### src/rtl/macro_seq_pkg.sv
// Package: shared encoding constants and decoded-instruction type for the
// macro instruction sequencer. Assumes a fixed 32-bit instruction word.
package macro_seq_pkg;

    localparam int INSTR_W = 32;
    localparam int IMM_W   = 18;
    localparam int REG_AW  = 3;

    // Operation selector in bits [2:0]
    typedef enum logic [2:0] {
        OP_ALU      = 3'd0,
        OP_ADDI     = 3'd1,
        OP_XINS     = 3'd2,
        OP_XSHL_IMM = 3'd3,
        OP_XSHL_REG = 3'd4,
        OP_EXTREAD  = 3'd5,
        OP_ILLEGAL  = 3'd6,
        OP_BRANCH   = 3'd7
    } op_e;

    // Decoded fields of one instruction word
    typedef struct packed {
        op_e                op;
        logic               exit_f;
        logic [REG_AW-1:0]  dst;
        logic [REG_AW-1:0]  src_a;
        logic [REG_AW-1:0]  src_b;
        logic               br_nz;
        logic               annul;
        logic [IMM_W-1:0]   imm;
    } dec_t;

endpackage

### src/rtl/mseq_decode.sv
// Module: mseq_decode
// Splits an instruction word into its fields. Purely combinational.
// Assumes the field layout fixed in macro_seq_pkg; bits 3 and 6 are
// consumed by the execution block only.
module mseq_decode
    import macro_seq_pkg::*;
(
    input  logic [INSTR_W-1:0] instr_i,
    output dec_t               dec_o
);
    logic unused_bits;

    // Field extraction
    always_comb begin
        dec_o.op     = op_e'(instr_i[2:0]);
        dec_o.br_nz  = instr_i[4];
        dec_o.annul  = instr_i[5];
        dec_o.exit_f = instr_i[7];
        dec_o.dst    = instr_i[10:8];
        dec_o.src_a  = instr_i[13:11];
        dec_o.src_b  = instr_i[16:14];
        dec_o.imm    = instr_i[31:14];
    end

    assign unused_bits = instr_i[3] ^ instr_i[6];
endmodule

### src/rtl/mseq_regfile.sv
// Module: mseq_regfile
// Register file with two combinational read ports and one write port.
// Entry 0 is hard-wired to zero. A clear pulse zeroes all entries and
// loads entry 1 with load_val_i; clear takes priority over a write.
module mseq_regfile #(
    parameter int DATA_W = 32,
    parameter int NREG   = 8,
    localparam int AW    = $clog2(NREG)
) (
    input  logic              clk,
    input  logic              rst_n,
    input  logic              clear_i,
    input  logic [DATA_W-1:0] load_val_i,
    input  logic              wr_en_i,
    input  logic [AW-1:0]     wr_addr_i,
    input  logic [DATA_W-1:0] wr_data_i,
    input  logic [AW-1:0]     rd_a_addr_i,
    input  logic [AW-1:0]     rd_b_addr_i,
    output logic [DATA_W-1:0] rd_a_data_o,
    output logic [DATA_W-1:0] rd_b_data_o
);
    logic [DATA_W-1:0] rf_view [NREG];

    for (genvar g = 0; g < NREG; g++) begin : g_reg
        if (g == 0) begin : g_zero
            assign rf_view[g] = '0;
        end else begin : g_store
            logic [DATA_W-1:0] q;
            // Holds one register; cleared or loaded at start, else written
            always_ff @(posedge clk) begin
                if (!rst_n) begin
                    q <= '0;
                end else if (clear_i) begin
                    q <= (g == 1) ? load_val_i : '0;
                end else if (wr_en_i && (wr_addr_i == AW'(g))) begin
                    q <= wr_data_i;
                end
            end
            assign rf_view[g] = q;
        end
    end

    // Read port multiplexers
    assign rd_a_data_o = rf_view[rd_a_addr_i];
    assign rd_b_data_o = rf_view[rd_b_addr_i];

    assert_start_load_R1: assert property (@(posedge clk) disable iff (!rst_n)
        clear_i |=> (rf_view[1] == $past(load_val_i)));

endmodule

### src/rtl/mseq_ctrl.sv
// Module: mseq_ctrl
// Run state, program counter, delay-slot tracking and fault detection.
// Assumes the program word and register operand for the current counter
// are valid in the same cycle (combinational memory and register reads).
module mseq_ctrl
    import macro_seq_pkg::*;
#(
    parameter int PC_W = 8
) (
    input  logic            clk,
    input  logic            rst_n,
    input  logic            start_i,
    input  logic [PC_W:0]   prog_len_i,
    input  op_e             op_i,
    input  logic            exit_i,
    input  logic            br_nz_i,
    input  logic            annul_i,
    input  logic [PC_W-1:0] offset_i,
    input  logic [31:0]     cond_val_i,
    input  logic            exec_ready_i,
    output logic [PC_W-1:0] pc_o,
    output logic            busy_o,
    output logic            done_o,
    output logic            error_o,
    output logic            issue_o,
    output logic            retire_exec_o,
    output logic            clear_o
);
    typedef enum logic {ST_IDLE, ST_RUN} state_e;

    state_e          state_q;
    logic [PC_W-1:0] pc_q, slot_target_q;
    logic            in_slot_q, slot_redir_q, slot_exit_q;
    logic            done_q, error_q;

    logic            running, fetch_ok, is_br, fault, retire, taken;
    logic [PC_W-1:0] pc_inc, br_target;

    // Fault, issue and branch evaluation for the current word
    always_comb begin
        running   = (state_q == ST_RUN);
        fetch_ok  = ({1'b0, pc_q} < prog_len_i);
        is_br     = (op_i == OP_BRANCH);
        fault     = running && (!fetch_ok || (op_i == OP_ILLEGAL) || (is_br && in_slot_q));
        issue_o   = running && !fault && !is_br;
        retire    = (issue_o && exec_ready_i) || (running && !fault && is_br);
        taken     = is_br && (br_nz_i ? (cond_val_i != '0) : (cond_val_i == '0));
        pc_inc    = pc_q + 1'b1;
        br_target = pc_q + offset_i;
    end

    // Sequencing state update
    always_ff @(posedge clk) begin
        if (!rst_n) begin
            state_q       <= ST_IDLE;
            pc_q          <= '0;
            slot_target_q <= '0;
            in_slot_q     <= 1'b0;
            slot_redir_q  <= 1'b0;
            slot_exit_q   <= 1'b0;
            done_q        <= 1'b0;
            error_q       <= 1'b0;
        end else begin
            done_q <= 1'b0;
            if (!running) begin
                if (start_i) begin
                    state_q   <= ST_RUN;
                    pc_q      <= '0;
                    in_slot_q <= 1'b0;
                    error_q   <= 1'b0;
                end
            end else if (fault) begin
                state_q <= ST_IDLE;
                error_q <= 1'b1;
            end else if (retire) begin
                if (in_slot_q) begin
                    in_slot_q <= 1'b0;
                    pc_q      <= slot_redir_q ? slot_target_q : pc_inc;
                    if (slot_exit_q) begin
                        state_q <= ST_IDLE;
                        done_q  <= 1'b1;
                    end
                end else if (taken && annul_i) begin
                    pc_q <= br_target;
                end else if (taken) begin
                    pc_q          <= pc_inc;
                    in_slot_q     <= 1'b1;
                    slot_redir_q  <= 1'b1;
                    slot_exit_q   <= 1'b0;
                    slot_target_q <= br_target;
                end else if (exit_i) begin
                    pc_q         <= pc_inc;
                    in_slot_q    <= 1'b1;
                    slot_redir_q <= 1'b0;
                    slot_exit_q  <= 1'b1;
                end else begin
                    pc_q <= pc_inc;
                end
            end
        end
    end

    assign pc_o          = pc_q;
    assign busy_o        = running;
    assign done_o        = done_q;
    assign error_o       = error_q;
    assign retire_exec_o = issue_o && exec_ready_i;
    assign clear_o       = !running && start_i;

    assert_fault_halts_R9: assert property (@(posedge clk) disable iff (!rst_n)
        fault |=> (error_o && !busy_o && !done_o));

    assert_stall_holds_R10: assert property (@(posedge clk) disable iff (!rst_n)
        (issue_o && !exec_ready_i) |=> (busy_o && $stable(pc_q) && !done_o));

    assert_slot_opened_R5: assert property (@(posedge clk) disable iff (!rst_n)
        (running && !fault && taken && !annul_i && !in_slot_q) |=> (in_slot_q && busy_o));

    assert_annul_no_slot_R6: assert property (@(posedge clk) disable iff (!rst_n)
        (running && !fault && taken && annul_i) |=> (!in_slot_q && pc_q == $past(br_target)));

    assert_done_clean_R7: assert property (@(posedge clk) disable iff (!rst_n)
        done_o |-> (!busy_o && !error_o));

endmodule

### src/rtl/macro_seq_core.sv
// Module: macro_seq_core (top)
// In-order macro instruction sequencer: fetch, decode, register file and
// control flow. Non-branch instructions are offered to an external
// execution block, which returns an optional write-back value.
// Assumes program memory answers in the same cycle as the address.
module macro_seq_core
    import macro_seq_pkg::*;
#(
    parameter int PC_W   = 8,
    parameter int DATA_W = 32,
    parameter int NREG   = 8
) (
    input  logic              clk,
    input  logic              rst_n,
    input  logic              start_i,
    input  logic [DATA_W-1:0] first_param_i,
    input  logic [PC_W:0]     prog_len_i,
    output logic [PC_W-1:0]   imem_addr_o,
    input  logic [INSTR_W-1:0] imem_rdata_i,
    output logic              busy_o,
    output logic              done_o,
    output logic              error_o,
    output logic              exec_valid_o,
    output logic [INSTR_W-1:0] exec_instr_o,
    output logic [DATA_W-1:0] exec_opa_o,
    output logic [DATA_W-1:0] exec_opb_o,
    input  logic              exec_ready_i,
    input  logic              wb_en_i,
    input  logic [DATA_W-1:0] wb_data_i
);
    dec_t              dec;
    logic [DATA_W-1:0] rd_a, rd_b;
    logic              retire_exec, clear;
    logic              unused_imm;

    mseq_decode u_decode (
        .instr_i (imem_rdata_i),
        .dec_o   (dec)
    );

    mseq_regfile #(.DATA_W(DATA_W), .NREG(NREG)) u_regs (
        .clk         (clk),
        .rst_n       (rst_n),
        .clear_i     (clear),
        .load_val_i  (first_param_i),
        .wr_en_i     (retire_exec && wb_en_i),
        .wr_addr_i   (dec.dst),
        .wr_data_i   (wb_data_i),
        .rd_a_addr_i (dec.src_a),
        .rd_b_addr_i (dec.src_b),
        .rd_a_data_o (rd_a),
        .rd_b_data_o (rd_b)
    );

    mseq_ctrl #(.PC_W(PC_W)) u_ctrl (
        .clk           (clk),
        .rst_n         (rst_n),
        .start_i       (start_i),
        .prog_len_i    (prog_len_i),
        .op_i          (dec.op),
        .exit_i        (dec.exit_f),
        .br_nz_i       (dec.br_nz),
        .annul_i       (dec.annul),
        .offset_i      (dec.imm[PC_W-1:0]),
        .cond_val_i    (32'(rd_a)),
        .exec_ready_i  (exec_ready_i),
        .pc_o          (imem_addr_o),
        .busy_o        (busy_o),
        .done_o        (done_o),
        .error_o       (error_o),
        .issue_o       (exec_valid_o),
        .retire_exec_o (retire_exec),
        .clear_o       (clear)
    );

    assign exec_instr_o = imem_rdata_i;
    assign exec_opa_o   = rd_a;
    assign exec_opb_o   = rd_b;
    assign unused_imm   = ^dec.imm[IMM_W-1:PC_W];

    assert_offer_only_running_R2: assert property (@(posedge clk) disable iff (!rst_n)
        exec_valid_o |-> busy_o);

    assert_quiet_after_reset_R11: assert property (@(posedge clk)
        !rst_n |=> (!busy_o && !done_o && !error_o && !exec_valid_o));

endmodule

### config.mk
export PLATFORM = sky130hd
export DESIGN_NAME = macro_seq_core
export DESIGN_NICKNAME = d
export VERILOG_FILES = /design/src/rtl/macro_seq_pkg.sv /design/src/rtl/mseq_decode.sv /design/src/rtl/mseq_regfile.sv /design/src/rtl/mseq_ctrl.sv /design/src/rtl/macro_seq_core.sv
export SDC_FILE = /design/constraint.sdc
export NUM_CORES = 1
export LEC_CHECK = 0
export ABC_AREA = 1
export BUFFER_PORTS_ARGS = -buffer_cell sky130_fd_sc_hd__buf_2
export CELL_PAD_IN_SITES_DETAIL_PLACEMENT = 0
export CELL_PAD_IN_SITES_GLOBAL_PLACEMENT = 2
export CORE_MARGIN = 1
export CORE_UTILIZATION = 30
export DETAILED_ROUTE_END_ITERATION = 6
export PLACE_DENSITY = 0.83
export SYNTH_ARGS = -nofsm -noshare
export SYNTH_HDL_FRONTEND = slang
export SYNTH_HIERARCHICAL = 1
export SYNTH_SLANG_ARGS = --single-unit
### constraint.sdc
create_clock -name clk -period 4.15 [get_ports clk]
set_clock_uncertainty 0.05 [all_clocks]
set_input_delay 1.245 -clock clk [delete_from_list [all_inputs] [get_ports clk]]
set_output_delay 1.245 -clock clk [all_outputs]
set_load 0.02 [all_outputs]
==> summary.md <==
| Metric | Value |
|---|---|
| Result of the run | finished, final reports clean |
| Worst path arrival time | 2680 ps |
| Post-DP Area | 0.0168 sq mm |
| CORE AREA | 0.0504 sq mm |
| Fraction of layout cells with a size suffix above 1 | 12.6% |
| Ant diodes | 0 |
| Routed WL per cell | 19.1 microns |
| P per Cell Area | 363 mW/mm^2 |
| Min-delay src | u_regs/g_reg[6].g_store.q[14] |
| Crit path capture type | output port |
| CTS tree | done |
| Hold Crit Depth | 2 |
| Routed wire length | 64700 microns |
| Root Buffer | clkbuf_16 |
| Fill cells | 5519 |
| Net count, final | 2812 |
| Number of hold violations in the final report | 0 |
| Port bufs | 193 |
| Least-Margin Pin Slew | 858 ps |
| Post-CTS sizing | 0 |
| Critical R2R Capture | u_regs/g_reg[3].g_store.q[20] |
| Mapped Nets | 2752 |
| Critical Path Fanout Max | 31 |
| Row cnt | 82 |
| Io pins | 218 |
| Post-route clock period utilization | 95.9% |
| Max_cap viols | 0 |
| CTS buffer count | 31 |
| Initial Utilization | 30.6% |
| Vias | 17.1k |
| Most common cell after layout, fill and taps aside | nand2_1 |
| Die Height | 229 microns |
| DRT iter0 DRCs | 1552 |
| Avg Cell Area, Syn | 5.86 sq um |
| CP required | 2850 ps |
| Worst reg2reg path depth | 17 |
| H-tree depth | 1 |
| Residual DRC | 0 |
| Final Cell Area | 0.0178 sq mm |
| Layout Utilization | 35.4% |
| Synth warn | 6 |
| Synth Cell Area | 0.0154 sq mm |
| Number of global-route vias before repair | 15.9k |
| CTS Buffer Depth | 3 |
| WHS Endpoint | u_regs/g_reg[6].g_store.q[14] |
| WS Path Type | in2out |
| Global-route usage over all layers | 24.1% |
| Die Area | 0.0522 sq mm |
| Via density per instance | 5.04 |
| Critical Path Source Type | input pin |
| Die Span X | 229 microns |
| Clock transition at the registers of the reported paths | 60 ps |
| Worst-Skew Late Latency | 600 ps |
| Fin. max-slew vios | 0 |
| Fmax achieved | 251 MHz |
| GR Overflow Total | 0 |
| # setup viols final | 0 |
| Final HPWL DP | 42800 microns |
| Postcts setup bufs | 0 |
| Most frequent cells in the layout | nand2_1, a21oi_1, nand3_1, dfxtp_1, inv_1 |
| IR drop worst, VDD | 0.330 mV |
| Gpl congestion | 0.861 |
| Largest net degree at the start of global routing | 87 |
| First-pass GRT wire length | 98200 microns |
| First-pass DRT Iterations | 6 |
| Flop2flop setup slack | 1010 ps |
| Pleak | 8.08 nW |
| Reg2reg start | u_ctrl/pc_o[3] |
| Post-route ant nets | 0 |
| Min-delay worst type | reg2reg |
| Synth Instances | 2626 |
| Antenna violations before repair | 4 |
| Post-route setup TNS | 0 ps |
| Slew margin rel. | 42.7% |
| CTS Sinks | 246 |
| RSZ-0062 raised after global routing | false |
| Hold buffer count at CTS | 0 |
| P&R area growth vs syn | 15.9% |
| Tmin final | 3980 ps |
state kept, by name (all words and copies together), names as in the netlist:
| register | flops |
|---|---|
| u_ctrl/in_slot_q | 1 |
| u_ctrl/busy_o | 1 |
| u_ctrl/error_o | 1 |
| u_ctrl/pc_o | 8 |
| u_ctrl/slot_target_q | 8 |
| u_ctrl/done_o | 1 |
| u_ctrl/slot_exit_q | 1 |
| u_regs/g.g_store.q | 224 |
| u_ctrl/slot_redir_q | 1 |
routing by layer:
layer  routed length, microns  global-route usage, %  up-vias
li1                         -                      -     8332
met1                    30000                   33.9     7973
met2                    28700                   38.4      652
met3                     4300                   2.71       99
met4                     1670                   7.17        8
met5                       38                      0        -
critical path, cell delays in order:
cell     delay [ps]
buf_2           150
inv_2           250
buf_12          270
o21ai_0         110
o21ai_0         150
nand2_1          60
nand2_1         210
buf_2           230
final cells by class:
class / count / area [sq um] / share of cell area [%]
repair buffers: 254 / 1730 / 9.69
well taps: 672 / 841 / 4.71
multi-input cells: 1931 / 8450 / 47.4
flip-flops and latches: 246 / 4920 / 27.6
clock inverters: 9 / 108 / 0.603
inverters: 222 / 838 / 4.70
clock buffers: 49 / 953 / 5.34
power breakdown:
group | internal, mW | leakage (nW) | switching [mW] | total (mW)
Sequential | 2.40 | 1.99 | 0.0517 | 2.46
Combinational | 0.359 | 5.57 | 0.845 | 1.20
Clock | 1.69 | 0.518 | 1.13 | 2.82
worst max-delay path by stage:
stage                           from                 endpoint  cells after the start
detailed placement  imem_rdata_i[11]  u_ctrl/slot_target_q[7]                     20
global placement    imem_rdata_i[11]  u_ctrl/slot_target_q[7]                     20
global route        imem_rdata_i[11]           exec_opa_o[27]                      9
CTS                 imem_rdata_i[11]           exec_opa_o[27]                      9
floorplan              prog_len_i[4]             exec_valid_o                     11
finish              imem_rdata_i[12]           exec_opa_o[28]                      8
through the flow:
step	hold slack [ps]	worst slack (ps)	total power, mW	std cells
after floorplan	389	438	3.25	2626
after global placement	398	157	3.70	3325
after detailed placement	403	151	3.70	3325
after CTS	412	181	6.52	3383
after global routing	425	94.7	6.73	3383
final	410	170	6.48	3383
No activity file was read; power rests on OpenSTA's default activity.
